--- config.mk ---
export PLATFORM = sky130hd
export DESIGN_NAME = dcnt_split_top
export DESIGN_NICKNAME = d
export VERILOG_FILES = /design/src/rtl/dcnt_pkg.sv /design/src/rtl/dcnt_lo_half.sv /design/src/rtl/dcnt_hi_half.sv /design/src/rtl/dcnt_ctrl.sv /design/src/rtl/dcnt_split_top.sv
export SDC_FILE = /design/constraint.sdc
export NUM_CORES = 1
export LEC_CHECK = 0
export BUFFER_PORTS_ARGS = -buffer_cell sky130_fd_sc_hd__buf_2
export CORE_ASPECT_RATIO = 0.75
export CORE_MARGIN = 5
export CORE_UTILIZATION = 44
export CTS_CLUSTER_DIAMETER = 200
export CTS_CLUSTER_SIZE = 16
export DETAILED_ROUTE_END_ITERATION = 10
export PLACE_DENSITY = 0.73
export SYNTH_ARGS = -nofsm -noshare
export SYNTH_HDL_FRONTEND = slang
export SYNTH_SLANG_ARGS = --single-unit
export TNS_END_PERCENT = 20
--- constraint.sdc ---
create_clock -name clk -period 2.7 [get_ports clk]
set_input_delay 0.135 -clock clk [delete_from_list [all_inputs] [get_ports clk]]
set_output_delay 0.135 -clock clk [all_outputs]
set_load 0.005 [all_outputs]
--- src/rtl/dcnt_pkg.sv ---
package dcnt_pkg;

  typedef enum logic [1:0] {
    OP_HOLD = 2'd0,
    OP_DEC  = 2'd1,
    OP_LOAD = 2'd2,
    OP_CLR  = 2'd3
  } dcnt_op_e;

  // Clear beats load, load beats decrement.
  function automatic dcnt_op_e pick_op(input logic clr, input logic ld, input logic dec);
    if (clr)      return OP_CLR;
    else if (ld)  return OP_LOAD;
    else if (dec) return OP_DEC;
    else          return OP_HOLD;
  endfunction

endpackage

--- src/rtl/dcnt_lo_half.sv ---
module dcnt_lo_half
  import dcnt_pkg::*;
#(
  parameter int W = 10
) (
  input  logic         clk,
  input  logic         rst_n,
  input  dcnt_op_e     op_i,
  input  logic [W-1:0] load_val_i,
  output logic [W-1:0] val_o,
  output logic         borrow_o,
  output logic         is_one_o
);

  logic [W-1:0] val_q, val_d;
  logic         brw_q, brw_d;

  // Borrow flag holds "lower half is zero", computed from the next value.
  always_comb begin
    val_d = val_q;
    brw_d = brw_q;
    case (op_i)
      OP_CLR: begin
        val_d = '0;
        brw_d = 1'b1;
      end
      OP_LOAD: begin
        val_d = load_val_i;
        brw_d = (load_val_i == '0);
      end
      OP_DEC: begin
        val_d = val_q - 1'b1;
        brw_d = (val_q == W'(1));
      end
      default: ;
    endcase
  end

  always_ff @(posedge clk or negedge rst_n) begin
    if (!rst_n) begin
      val_q <= '0;
      brw_q <= 1'b1;
    end else begin
      val_q <= val_d;
      brw_q <= brw_d;
    end
  end

  assign val_o    = val_q;
  assign borrow_o = brw_q;
  assign is_one_o = (val_q == W'(1));

  AST_BORROW_TRACKS_ZERO: assert property (@(posedge clk) disable iff (!rst_n)
    brw_q == (val_q == '0));

endmodule

--- src/rtl/dcnt_hi_half.sv ---
module dcnt_hi_half
  import dcnt_pkg::*;
#(
  parameter int W = 10
) (
  input  logic         clk,
  input  logic         rst_n,
  input  dcnt_op_e     op_i,
  input  logic         borrow_i,
  input  logic [W-1:0] load_val_i,
  output logic [W-1:0] val_o,
  output logic         is_zero_o
);

  logic [W-1:0] val_q, val_d;
  logic         step;

  assign step = (op_i == OP_DEC) && borrow_i;

  always_comb begin
    val_d = val_q;
    case (op_i)
      OP_CLR:  val_d = '0;
      OP_LOAD: val_d = load_val_i;
      OP_DEC:  if (step) val_d = val_q - 1'b1;
      default: ;
    endcase
  end

  always_ff @(posedge clk or negedge rst_n) begin
    if (!rst_n) val_q <= '0;
    else        val_q <= val_d;
  end

  assign val_o     = val_q;
  assign is_zero_o = (val_q == '0);

  AST_HI_STEPS_ON_BORROW: assert property (@(posedge clk) disable iff (!rst_n)
    step |=> (val_q == $past(val_q) - 1'b1));

  AST_HI_HOLDS_NO_BORROW: assert property (@(posedge clk) disable iff (!rst_n)
    (op_i == OP_DEC && !borrow_i) |=> $stable(val_q));

endmodule

--- src/rtl/dcnt_ctrl.sv ---
module dcnt_ctrl
  import dcnt_pkg::*;
(
  input  logic     clk,
  input  logic     rst_n,
  input  dcnt_op_e op_i,
  input  logic     run_i,
  input  logic     load_nz_i,
  input  logic     cnt_is_one_i,
  output logic     nz_o,
  output logic     en_o
);

  logic nz_q, nz_d;
  logic en_q, en_d;

  // Lookahead: nz_d is the nonzero state of the count after this edge.
  always_comb begin
    nz_d = nz_q;
    case (op_i)
      OP_CLR:  nz_d = 1'b0;
      OP_LOAD: nz_d = load_nz_i;
      OP_DEC:  nz_d = !cnt_is_one_i;
      default: ;
    endcase
    en_d = (op_i == OP_CLR) ? 1'b0 : (run_i && nz_d);
  end

  always_ff @(posedge clk or negedge rst_n) begin
    if (!rst_n) begin
      nz_q <= 1'b0;
      en_q <= 1'b0;
    end else begin
      nz_q <= nz_d;
      en_q <= en_d;
    end
  end

  assign nz_o = nz_q;
  assign en_o = en_q;

  AST_EN_NEEDS_NONZERO: assert property (@(posedge clk) disable iff (!rst_n)
    en_q |-> nz_q);

endmodule

--- src/rtl/dcnt_split_top.sv ---
module dcnt_split_top
  import dcnt_pkg::*;
#(
  parameter int CNT_W = 20,
  parameter int BUS_W = 32
) (
  input  logic             clk,
  input  logic             rst_n,
  input  logic             clr_i,
  input  logic             load_i,
  input  logic [BUS_W-1:0] load_bus_i,
  input  logic             run_i,
  output logic [CNT_W-1:0] count_o,
  output logic             nonzero_o,
  output logic             dec_en_o
);

  localparam int LO_W = CNT_W / 2;
  localparam int HI_W = CNT_W - LO_W;

  dcnt_op_e         op;
  logic [CNT_W-1:0] load_val;
  logic [LO_W-1:0]  lo_val;
  logic [HI_W-1:0]  hi_val;
  logic             lo_borrow, lo_one, hi_zero;
  logic             en_q, nz_q;

  assign load_val = load_bus_i[CNT_W-1:0];

  generate
    if (BUS_W > CNT_W) begin : g_wide_bus
      logic unused_upper_bits;
      assign unused_upper_bits = ^load_bus_i[BUS_W-1:CNT_W];
    end
  endgenerate

  assign op = pick_op(clr_i, load_i, en_q);

  dcnt_lo_half #(.W(LO_W)) u_lo (
    .clk        (clk),
    .rst_n      (rst_n),
    .op_i       (op),
    .load_val_i (load_val[LO_W-1:0]),
    .val_o      (lo_val),
    .borrow_o   (lo_borrow),
    .is_one_o   (lo_one)
  );

  dcnt_hi_half #(.W(HI_W)) u_hi (
    .clk        (clk),
    .rst_n      (rst_n),
    .op_i       (op),
    .borrow_i   (lo_borrow),
    .load_val_i (load_val[CNT_W-1:LO_W]),
    .val_o      (hi_val),
    .is_zero_o  (hi_zero)
  );

  dcnt_ctrl u_ctrl (
    .clk          (clk),
    .rst_n        (rst_n),
    .op_i         (op),
    .run_i        (run_i),
    .load_nz_i    (load_val != '0),
    .cnt_is_one_i (lo_one && hi_zero),
    .nz_o         (nz_q),
    .en_o         (en_q)
  );

  assign count_o   = {hi_val, lo_val};
  assign nonzero_o = nz_q;
  assign dec_en_o  = en_q;

  AST_CLEAR_WINS: assert property (@(posedge clk) disable iff (!rst_n)
    clr_i |=> (count_o == '0 && !dec_en_o));

  AST_LOAD_COPIES: assert property (@(posedge clk) disable iff (!rst_n)
    (!clr_i && load_i) |=> (count_o == $past(load_bus_i[CNT_W-1:0])));

  AST_DEC_BY_ONE: assert property (@(posedge clk) disable iff (!rst_n)
    (!clr_i && !load_i && dec_en_o) |=> (count_o == $past(count_o) - 1'b1));

  AST_HOLD_IDLE: assert property (@(posedge clk) disable iff (!rst_n)
    (!clr_i && !load_i && !dec_en_o) |=> $stable(count_o));

  AST_EN_FOLLOWS_RUN: assert property (@(posedge clk) disable iff (!rst_n)
    !clr_i |=> (dec_en_o == ($past(run_i) && count_o != '0)));

  AST_NO_WRAP: assert property (@(posedge clk) disable iff (!rst_n)
    (count_o == '0 && !load_i) |=> (count_o == '0));

  AST_NZ_MATCHES: assert property (@(posedge clk) disable iff (!rst_n)
    nonzero_o == (count_o != '0));

endmodule

After elaboration in Yosys (flattened, before gate mapping)
Cells that the tools add are included.
{"block": "word_totals", "latch_bits": 0, "wordCells": 30, "ramBits": 0, "reg_bits": 23, "inputBits": 37, "output_inout_bits": 22, "mem_count": 0, "romBits": 0}
{"block": "classes", "multipliers": 0, "n_lt_le_gt_ge": 0, "n_reduce_logical": 9, "n_mux": 9, "n_div": 0, "addsub": 2, "shift": 0, "n_eq_ne": 5, "bitwise_logic": 0}
{"op": "case mux 10 bit (3 select lines)", "n": 2}
{"op": "zero test 10 bit", "n": 2}
{"op": "nonzero test 20 bit", "n": 1}
{"op": "subtractor 10 x 1 -> 10 bit, second input constant", "n": 2}
{"op": "equality test 10 x 1 -> 1 bit, second input constant", "n": 1}
{"op": "two-way mux 10 bit", "n": 1}
{"op": "case mux 1 bit (3 select lines)", "n": 2}
{"op": "equality test 2 bit, second input constant", "n": 2}
{"op": "two-way mux 2 bit", "n": 2}
{"op": "logical AND 1 bit", "n": 3}
{"op": "nonzero test 3 bit", "n": 1}
{"op": "equality test 2 x 1 -> 1 bit, second input constant", "n": 1}
{"op": "two-way mux 1 bit", "n": 2}
{"op": "inequality test 2 bit, second input constant", "n": 1}
{"op": "AND reduction 2 bit", "n": 1}
{"op": "zero test 1 bit", "n": 1}

Logic depth before layout (Yosys ltp)
Gate-level depths: netlist (run 1).
{"block": "depth", "word_depth": 7, "mapped_depth": 9, "depth_no_buf": 8}

Cells and area by module
Synthesis (run 1) repeated with hierarchy kept, for this count alone.
{"block": "unflattened", "cells_unflattened": 182, "hier_area_um2": 1605.3}
{"mod": "dcnt_lo_half", "n_inst": 1, "area_each_um2": 767.0, "cells_each": 86, "seq_area_each_um2": 276.5}
{"mod": "dcnt_hi_half", "n_inst": 1, "area_each_um2": 680.7, "cells_each": 77, "seq_area_each_um2": 250.2}
{"mod": "dcnt_ctrl", "n_inst": 1, "area_each_um2": 91.3, "cells_each": 8, "seq_area_each_um2": 50.0}
{"mod": "dcnt_split_top", "n_inst": 1, "area_each_um2": 66.3, "cells_each": 11, "seq_area_each_um2": 0.0}

Worst setup path after synthesis (run 1)
OpenSTA, ideal clock, no wires.
{"block": "synth_path", "kind": "reg2reg", "startpoint": "register u_ctrl.en_q, in the netlist u_ctrl.en_o", "endpoint": "register u_hi.val_q[7], in the netlist u_hi.val_o[7]", "synth_period_minus_slack_ns": 2.005, "slack_ns": 0.695, "stages_incl_launch_ff": 7, "n_path_buf": 0, "setup_ns": 0.069, "required_ns": 2.631, "arrival_time_ns": 1.936, "cell_sequence": "dfrtp_1 > a21o_1 > ha_1 > and4b_1 > nand3_1 > or4_2 > nand3_1"}
{"block": "synth_between", "elab_chain_cells": 7, "elab_cells_between_ends": 11, "classes_between": "eq/ne (4); mux (4); reduce/logical (3)"}
{"item": "start, declared", "line": "dcnt_ctrl.sv:15", "rtl": "logic en_q, en_d;"}
{"item": "start signal, assigned", "line": "dcnt_ctrl.sv:35", "rtl": "en_q <= en_d;"}
{"item": "two-way mux 1 bit *", "line": "dcnt_pkg.sv:14", "rtl": "else if (dec) return OP_DEC;"}
{"item": "two-way mux 2 bit *", "line": "dcnt_pkg.sv:13", "rtl": "else if (ld) return OP_LOAD;"}
{"item": "two-way mux 2 bit *", "line": "dcnt_pkg.sv:12", "rtl": "if (clr) return OP_CLR;"}
{"item": "equality test 2 x 1 -> 1 bit", "line": "dcnt_hi_half.sv:18, dcnt_hi_half.sv:22"}
{"item": "logical AND 1 bit", "line": "dcnt_hi_half.sv:18", "rtl": "assign step = (op_i == OP_DEC) && borrow_i;"}
{"item": "inequality test 2 bit (no line)"}
{"item": "AND reduction 2 bit (no line)"}
{"item": "end signal, assigned", "line": "dcnt_hi_half.sv:32", "rtl": "else val_q <= val_d;"}
{"item": "end, declared", "line": "dcnt_hi_half.sv:15", "rtl": "logic [W-1:0] val_q, val_d;"}
Every way passes the cells marked *; elsewhere a longest branch is shown, timed or not.
A chain may end at the register's enable or synchronous reset.

Worst setup path in the final report (run 1)
Ends and elaborated chain as after synthesis.

==> results of run 1 <==
==> through the flow <==
stage / instances / setup slack, ns / cell area, um^2 / util
6_report: 267 / 0.490 / 1880 / 0.568
5_1_grt: 267 / 0.389 / 1880 / 0.568
4_1_cts: 267 / 0.490 / 1880 / 0.568
3_5_place_dp: 262 / 0.519 / 1820 / 0.551
3_3_place_gp: 262 / 0.580 / 1820 / 0.551
2_1_floorplan: 176 / 0.695 / 1530 / -
==> routing by layer <==
| metal | wire (um) | vias up |
|---|---|---|
| met5 | 0 | - |
| met4 | 24 | 0 |
| met3 | 293 | 4 |
| met2 | 1900 | 62 |
| met1 | 2000 | 739 |
| li1 | - | 776 |
==> worst reg2reg max path, delay by kind of cell (launching register included) <==
family	cells	cell delay [ns]
AO/OA/AOI/OAI	1	0.21
adder cells (fa/ha/maj)	1	0.41
flip-flops	1	0.38
AND/OR/NAND/NOR	4	1.15
==> placed cells by master, fill, tap and decap left out, types with 5 or more instances in the layout <==
cell type,Yosys,layout
nand2_1,18,18
buf_2,0,46
o21ai_0,18,18
dfrtp_1,22,22
a22oi_1,7,7
a21oi_1,10,10
nor4_1,6,6
o22ai_1,6,6
nor2_1,10,10
a32oi_1,5,5
ha_1,8,8
nand3_1,5,5
inv_1,13,13
==> path summary, 6_finish.rpt <==
kind,start,end,slack (ns),cells past startpoint
setup reg to reg,u_ctrl.en_o,u_hi.val_o[7],0.49,6
hold reg to reg,u_lo.val_o[7],u_lo.val_o[7],0.55,2
min in group asynchronous,rst_n,u_lo.val_o[4],0.36,2
setup / recovery,u_ctrl.en_o,u_hi.val_o[7],0.49,6
hold / removal,load_bus_i[17],u_hi.val_o[7],0.07,3
max in group asynchronous,rst_n,u_lo.borrow_o,1.96,2
==> layout make-up <==
cell class,count,area share
clock buffer,4,0.0240
multi-input combinational,136,0.473
timing repair buffer,51,0.144
tap,40,0.0266
inverter,13,0.0260
sequential,23,0.307
==> power breakdown <==
group	internal [mW]	leakage, nW	switching, mW
Clock	0.105	0.0228	0.109
Combinational	0.120	0.588	0.153
Sequential	0.377	0.306	0.0426
Total	0.603	0.917	0.304
==> sequential cells by signal, summed over array words and instances, names as in the netlist <==
| register | flops |
|---|---|
| u_hi.val_o | 10 |
| u_lo.val_o | 10 |
| u_ctrl.en_o | 1 |
| u_ctrl.nz_o | 1 |
| u_lo.borrow_o | 1 |
==> cells by family (layout without fill, tap and decap cells) <==
| family | count (synthesis) | count (layout) | synth area share |
|---|---|---|---|
| mux | 2 | 2 | 0.0139 |
| compound gates | 61 | 61 | 0.264 |
| flops | 23 | 23 | 0.377 |
| fa+ha+maj | 8 | 8 | 0.0655 |
| buf+inv | 17 | 68 | 0.0417 |
| xor+xnor | 2 | 2 | 0.0115 |
| simple gates | 63 | 63 | 0.226 |
==> repair_timing <==
item                                   CTS  global route
hold buffers                             1             0
endpoints found under the hold margin   22             0
gates resized for setup                  0             0
==> impl_metrics.yaml, run 1 <==
timing:
  hold_viol_final: 0
  clock_skew_ns: 0.0100
  finalCritPeriodShare: 0.818
  tightest_slew_ns: 0.810
  finalSetupViolCount: 0
  fmax_mhz: 453
  finalSetupTns_ns: 0
  slew_violations: 0
  fin_crit_ns: 2.21
  hold_ws_ns: 0.0749
  slew_headroom: 0.455
  rsz0062_at_grt: "no"
clock_tree:
  insertion_delay_ns: 0.27
  cts_root_buffer: "clkbuf_8"
  htree_levels: 1
  cts-buffers-inserted: 3
  cts_setup_buffers: 0
  cts_tree: "yes"
  clockBufferDepth: 2
  cts.clk_slew.worst_paths_ns: 0.08
  clkSinkCount: 23
synth:
  synth-edff-count: 0
  ys_ff_latch: 23
  yosysSeqAreaShare: 0.377
  synth_fp_nets: 221
  async_reset_ff_frac: 1.00
  yosys.area.top_type: "dfrtp_1"
  synth.most_common_cell: "dfrtp_1"
  avgSynthCellArea_um2: 8.69
  ys_top_cells_by_count: "22 x dfrtp_1, 18 x nand2_1, 18 x o21ai_0"
  yosysUniqueCellTypes: 43
  ys.flop_type: "dfrtp_1"
  synth.top_cells.by_area: "dfrtp_1 36%, ha_1 6.5%, o21ai_0 5.9%, nand2_1 4.4%, a22oi_1 3.4%"
  syn_inst: 176
  synth-warning-count: 0
  yosysTopAreaCellShare: 0.360
  synthesis.area_um2: 1530
place:
  io_buffer_count: 46
  gp_congestion: 0.865
  dp_hpwl_um: 3180
cells_and_area:
  areaGrowthSynthToFinish_pct: 22.9
  drive_above_1_share: 0.264
  ff_latch_area_um2: 577
  diodes: 0
  fillers: 313
  layout.nets: 273
  multi_input_area_um2: 888
setup_path:
  crit_arrival_ns: 2.42
  critPathKind: "reg2reg"
  crit_top_cell: "nand3_1"
  cp-start-kind: "flip-flop"
  crit_required_ns: 2.91
  worst-path-max-fanout: 7
  path_buf_inv: 0
  path_cells: "a21o_1 -> ha_1 -> and4b_1 -> nand3_1 -> or4_2 -> nand3_1"
  crit_family: "simple AND/OR/NAND/NOR gates"
  cpMaxStageDelayCell: "or4_2"
  critPathCaptureType: "flip-flop"
  slowest_delay_ns: 0.57
global_routing:
  grt_use_met2: 0.267
  grt_antenna_before_repair: 0
  overflow: 0
  grt_most_used_layer: "met2"
  grt_use_met1: 0.266
  grt_pass1_vias: 1396
  grt_pass1_wl_um: 6770
  use_met3: 0.0468
  track_usage: 0.180
  grt_start_max_net_pins: 24
power_and_ir_drop:
  p_leak_nw: 0.917
  ir_worst_vdd_uv: 297
  power.density_nw_per_um2: 483
  totalPowerFinal_mw: 0.907
drt:
  drc: 0
  route.vias.total: 1581
  drt_pass1_iterations: 4
  totalWireLength_um: 4220
  via_per_inst: 5.92
  wire_per_inst_um: 15.8
  drt_iter0_markers: 102
  ant_nets: 0
floorplanning:
  die_w_um: 78.1
  initial_core_util: 0.462
  core_area_um2: 3310
  die_h_um: 61.1
  io_pins: 59
  dieArea_um2: 4770
  num_rows: 18
worst_hold_path:
  hold_class: "in2reg"
status:
  status: "finished clean"
run:
  drv_cap: 0
Power figures use the tool's default switching activity.
==> run 2: changes to the inputs <==
Settings changed: ABC_AREA from default to 1, PLACE_DENSITY 0.73 to 0.74.
Clock period 2.7 ns to 1.9 ns, I/O delays scaled along.
==> run 2 against run 1 <==
  * Synthesized area up 15%
  * Cell area increased by 13%
  * Global-route usage down 1.3 points
  * Die area up 13%
  * Sequential share of layout area is 3.6 points lower
  * Critical path type unchanged
==> impl_metrics.yaml, run 2 <==
synth:
  muxShareOfSynthArea: 0
  synth_fp_nets: 300
  synth-warning-count: 0
  synth_adder_area_share: 0.0568
  yosys.area.top_type: "dfrtp_1"
  async_reset_ff_frac: 1.00
  synth_xor_area_frac: 0
  ys_ff_latch: 23
  synth-edff-count: 0
  avgSynthCellArea_um2: 6.91
  synthSimpleGateAreaFrac: 0.364
  syn_inst: 255
  ys.flop_type: "dfrtp_1"
  synthesis.area_um2: 1760
  synth.most_common_cell: "nand2_1"
  ys_top_cells_by_count: "68 x nand2_1, 32 x inv_1, 22 x dfrtp_1, 22 x nor2_1, 17 x nand3_1"
  synth.top_cells.by_area: "dfrtp_1 31%, nand2_1 14%, inv_1 6.8%, ha_1 5.7%, nand3_1 4.8%"
  yosysUniqueCellTypes: 28
  synth_top_family_by_area: "simple AND/OR/NAND/NOR gates"
  synth_compound_area_frac: 0.151
  yosysTopAreaCellShare: 0.312
  yosysSeqAreaShare: 0.327
drt:
  drc: 0
  wire_per_inst_um: 12.3
  via_per_inst: 4.89
  totalWireLength_um: 4420
  drt_pass1_iterations: 4
  route.vias.total: 1755
  ant_nets: 0
  drt_iter0_markers: 106
power_and_ir_drop:
  pwr-share-seq: 0.404
  power.density_nw_per_um2: 676
  p_leak_nw: 1.15
  internal_power_mw: 0.892
  switching_power_mw: 0.546
  ir_worst_vdd_uv: 489
  netSwitchingFraction: 0.380
  p_comb_frac: 0.379
  clkPwrFrac: 0.217
floorplanning:
  die_h_um: 64.8
  core_area_um2: 3760
  initial_core_util: 0.469
  dieArea_um2: 5390
  io_pins: 59
  num_rows: 19
  die_w_um: 83.1
global_routing:
  grt_antenna_before_repair: 0
  grt_start_max_net_pins: 24
  grt_pass1_vias: 1615
  track_usage: 0.167
  overflow: 0
  grt_pass1_wl_um: 7480
clock_tree:
  cts_tree: "yes"
  clkSinkCount: 23
  cts.clk_slew.worst_paths_ns: 0.08
  insertion_delay_ns: 0.27
  cts_root_buffer: "clkbuf_8"
  clockBufferDepth: 2
  htree_levels: 1
  cts-buffers-inserted: 3
timing:
  finalSetupViolCount: 0
  slew_headroom: 0.634
  rsz0062_at_grt: "no"
  slew_violations: 0
  finalCritPeriodShare: 0.915
  fmax_mhz: 575
  hold_viol_final: 0
  fin_crit_ns: 1.74
  finalSetupTns_ns: 0
  clock_skew_ns: 0.00267
  tightest_slew_ns: 0.550
status:
  status: "finished clean"
place:
  io_buffer_count: 46
  dp_hpwl_um: 3450
  gp_congestion: 0.872
  placed_cell_area_um2: 2070
cells_and_area:
  layout.nets: 353
  layout_common_cells: "68 x nand2_1, 46 x buf_2, 32 x inv_1"
  final_area_um2: 2130
  diodes: 0
  final_common_cell: "nand2_1"
  drive_above_1_share: 0.283
  areaGrowthSynthToFinish_pct: 20.7
setup_path:
  worst-path-max-fanout: 8
  critPathKind: "reg2reg"
  crit_required_ns: 2.07
  critPathCaptureType: "flip-flop"
  cp-start-kind: "flip-flop"
  crit_arrival_ns: 1.91
worst_hold_path:
  hold_class: "in2reg"
run:
  drv_cap: 0
[run 2: cell types whose count changed in the layout (fill, tap and decap cells not counted), sizes merged, moves of 4 or more]
cell	change
nand2	+56
inv	+28
nor2	+21
nand3	+17
o21ai	+9
nor4	-7
a22oi	-5
a32oi	-5
nand2b	-4
[run 2: power groups by stage]
| stage | sequential [mW] | clock [mW] | combinational [mW] |
|---|---|---|---|
| floorplan | 0.589 | 0 | 0.374 |
| global placement | 0.590 | 0 | 0.532 |
| detailed placement | 0.591 | 0 | 0.539 |
| CTS | 0.582 | 0.322 | 0.544 |
| global route | 0.590 | 0.348 | 0.613 |
| finish | 0.582 | 0.312 | 0.544 |
[run 2: worst max-delay path: stages, from the launching register on]
cell,delay [ns]
dfrtp_1,0.39
a21oi_1,0.19
inv_1,0.09
ha_1,0.29
a21oi_2,0.40
inv_1,0.15
nand2_1,0.08
nand2_1,0.05
[run 2: cell type report]
type | count | area [um^2]
fill | 408 | 1630
multi-input combinational | 187 | 1010
sequential | 23 | 577
timing repair buffer | 52 | 278
inverter | 41 | 154
tap | 52 | 65.1
clock buffer | 4 | 45.0
[run 2: path summary, 6_finish.rpt]
kind,cells after the start,start,end,slack (ns)
min in group asynchronous,2,rst_n,u_ctrl.nz_o,0.34
min reg2reg,2,u_lo.borrow_o,u_lo.borrow_o,0.55
max in group asynchronous,2,rst_n,u_lo.borrow_o,1.19
max,7,u_ctrl.en_o,u_hi.val_o[9],0.16
max reg2reg,7,u_ctrl.en_o,u_hi.val_o[9],0.16
min,3,run_i,u_ctrl.en_o,0.06
[run 2: through the flow]
| step | std cells | utilization | setup WS [ns] | total power [mW] | hold WS, ns |
|---|---|---|---|---|---|
| floorplan | 255 | - | 0.238 | 0.964 | -0.201 |
| global placement | 354 | 0.552 | 0.246 | 1.12 | 0.106 |
| detailed placement | 354 | 0.552 | 0.201 | 1.13 | 0.113 |
| CTS | 359 | 0.566 | 0.159 | 1.45 | 0.0570 |
| global route | 359 | 0.566 | 0.0149 | 1.55 | 0.0589 |
| finish | 359 | 0.566 | 0.161 | 1.44 | 0.0619 |
[run 2: logic make-up (layout without fill, tap and decap cells)]
group	after synthesis	count (layout)
buffers and inverters	45	97
flip-flops	23	23
AO/OA/AOI/OAI	47	47
AND/OR/NAND/NOR	132	132
adder cells (fa/ha/maj)	8	8
[run 2: metal layers]
metal | GRT usage | part of all wire | vias to the layer above
met5 | 0 | 0 | -
met4 | 0.0388 | 0.0054 | 0
met3 | 0.0506 | 0.081 | 4
met2 | 0.249 | 0.42 | 69
met1 | 0.239 | 0.50 | 767
li1 | - | - | 915
[run 2: repair_timing]
action | 4_1_cts | 5_1_grt
resized for setup | 0 | 0
setup buffers | 0 | 0
hold endpoints to repair | 22 | 0
hold buffers | 1 | 0
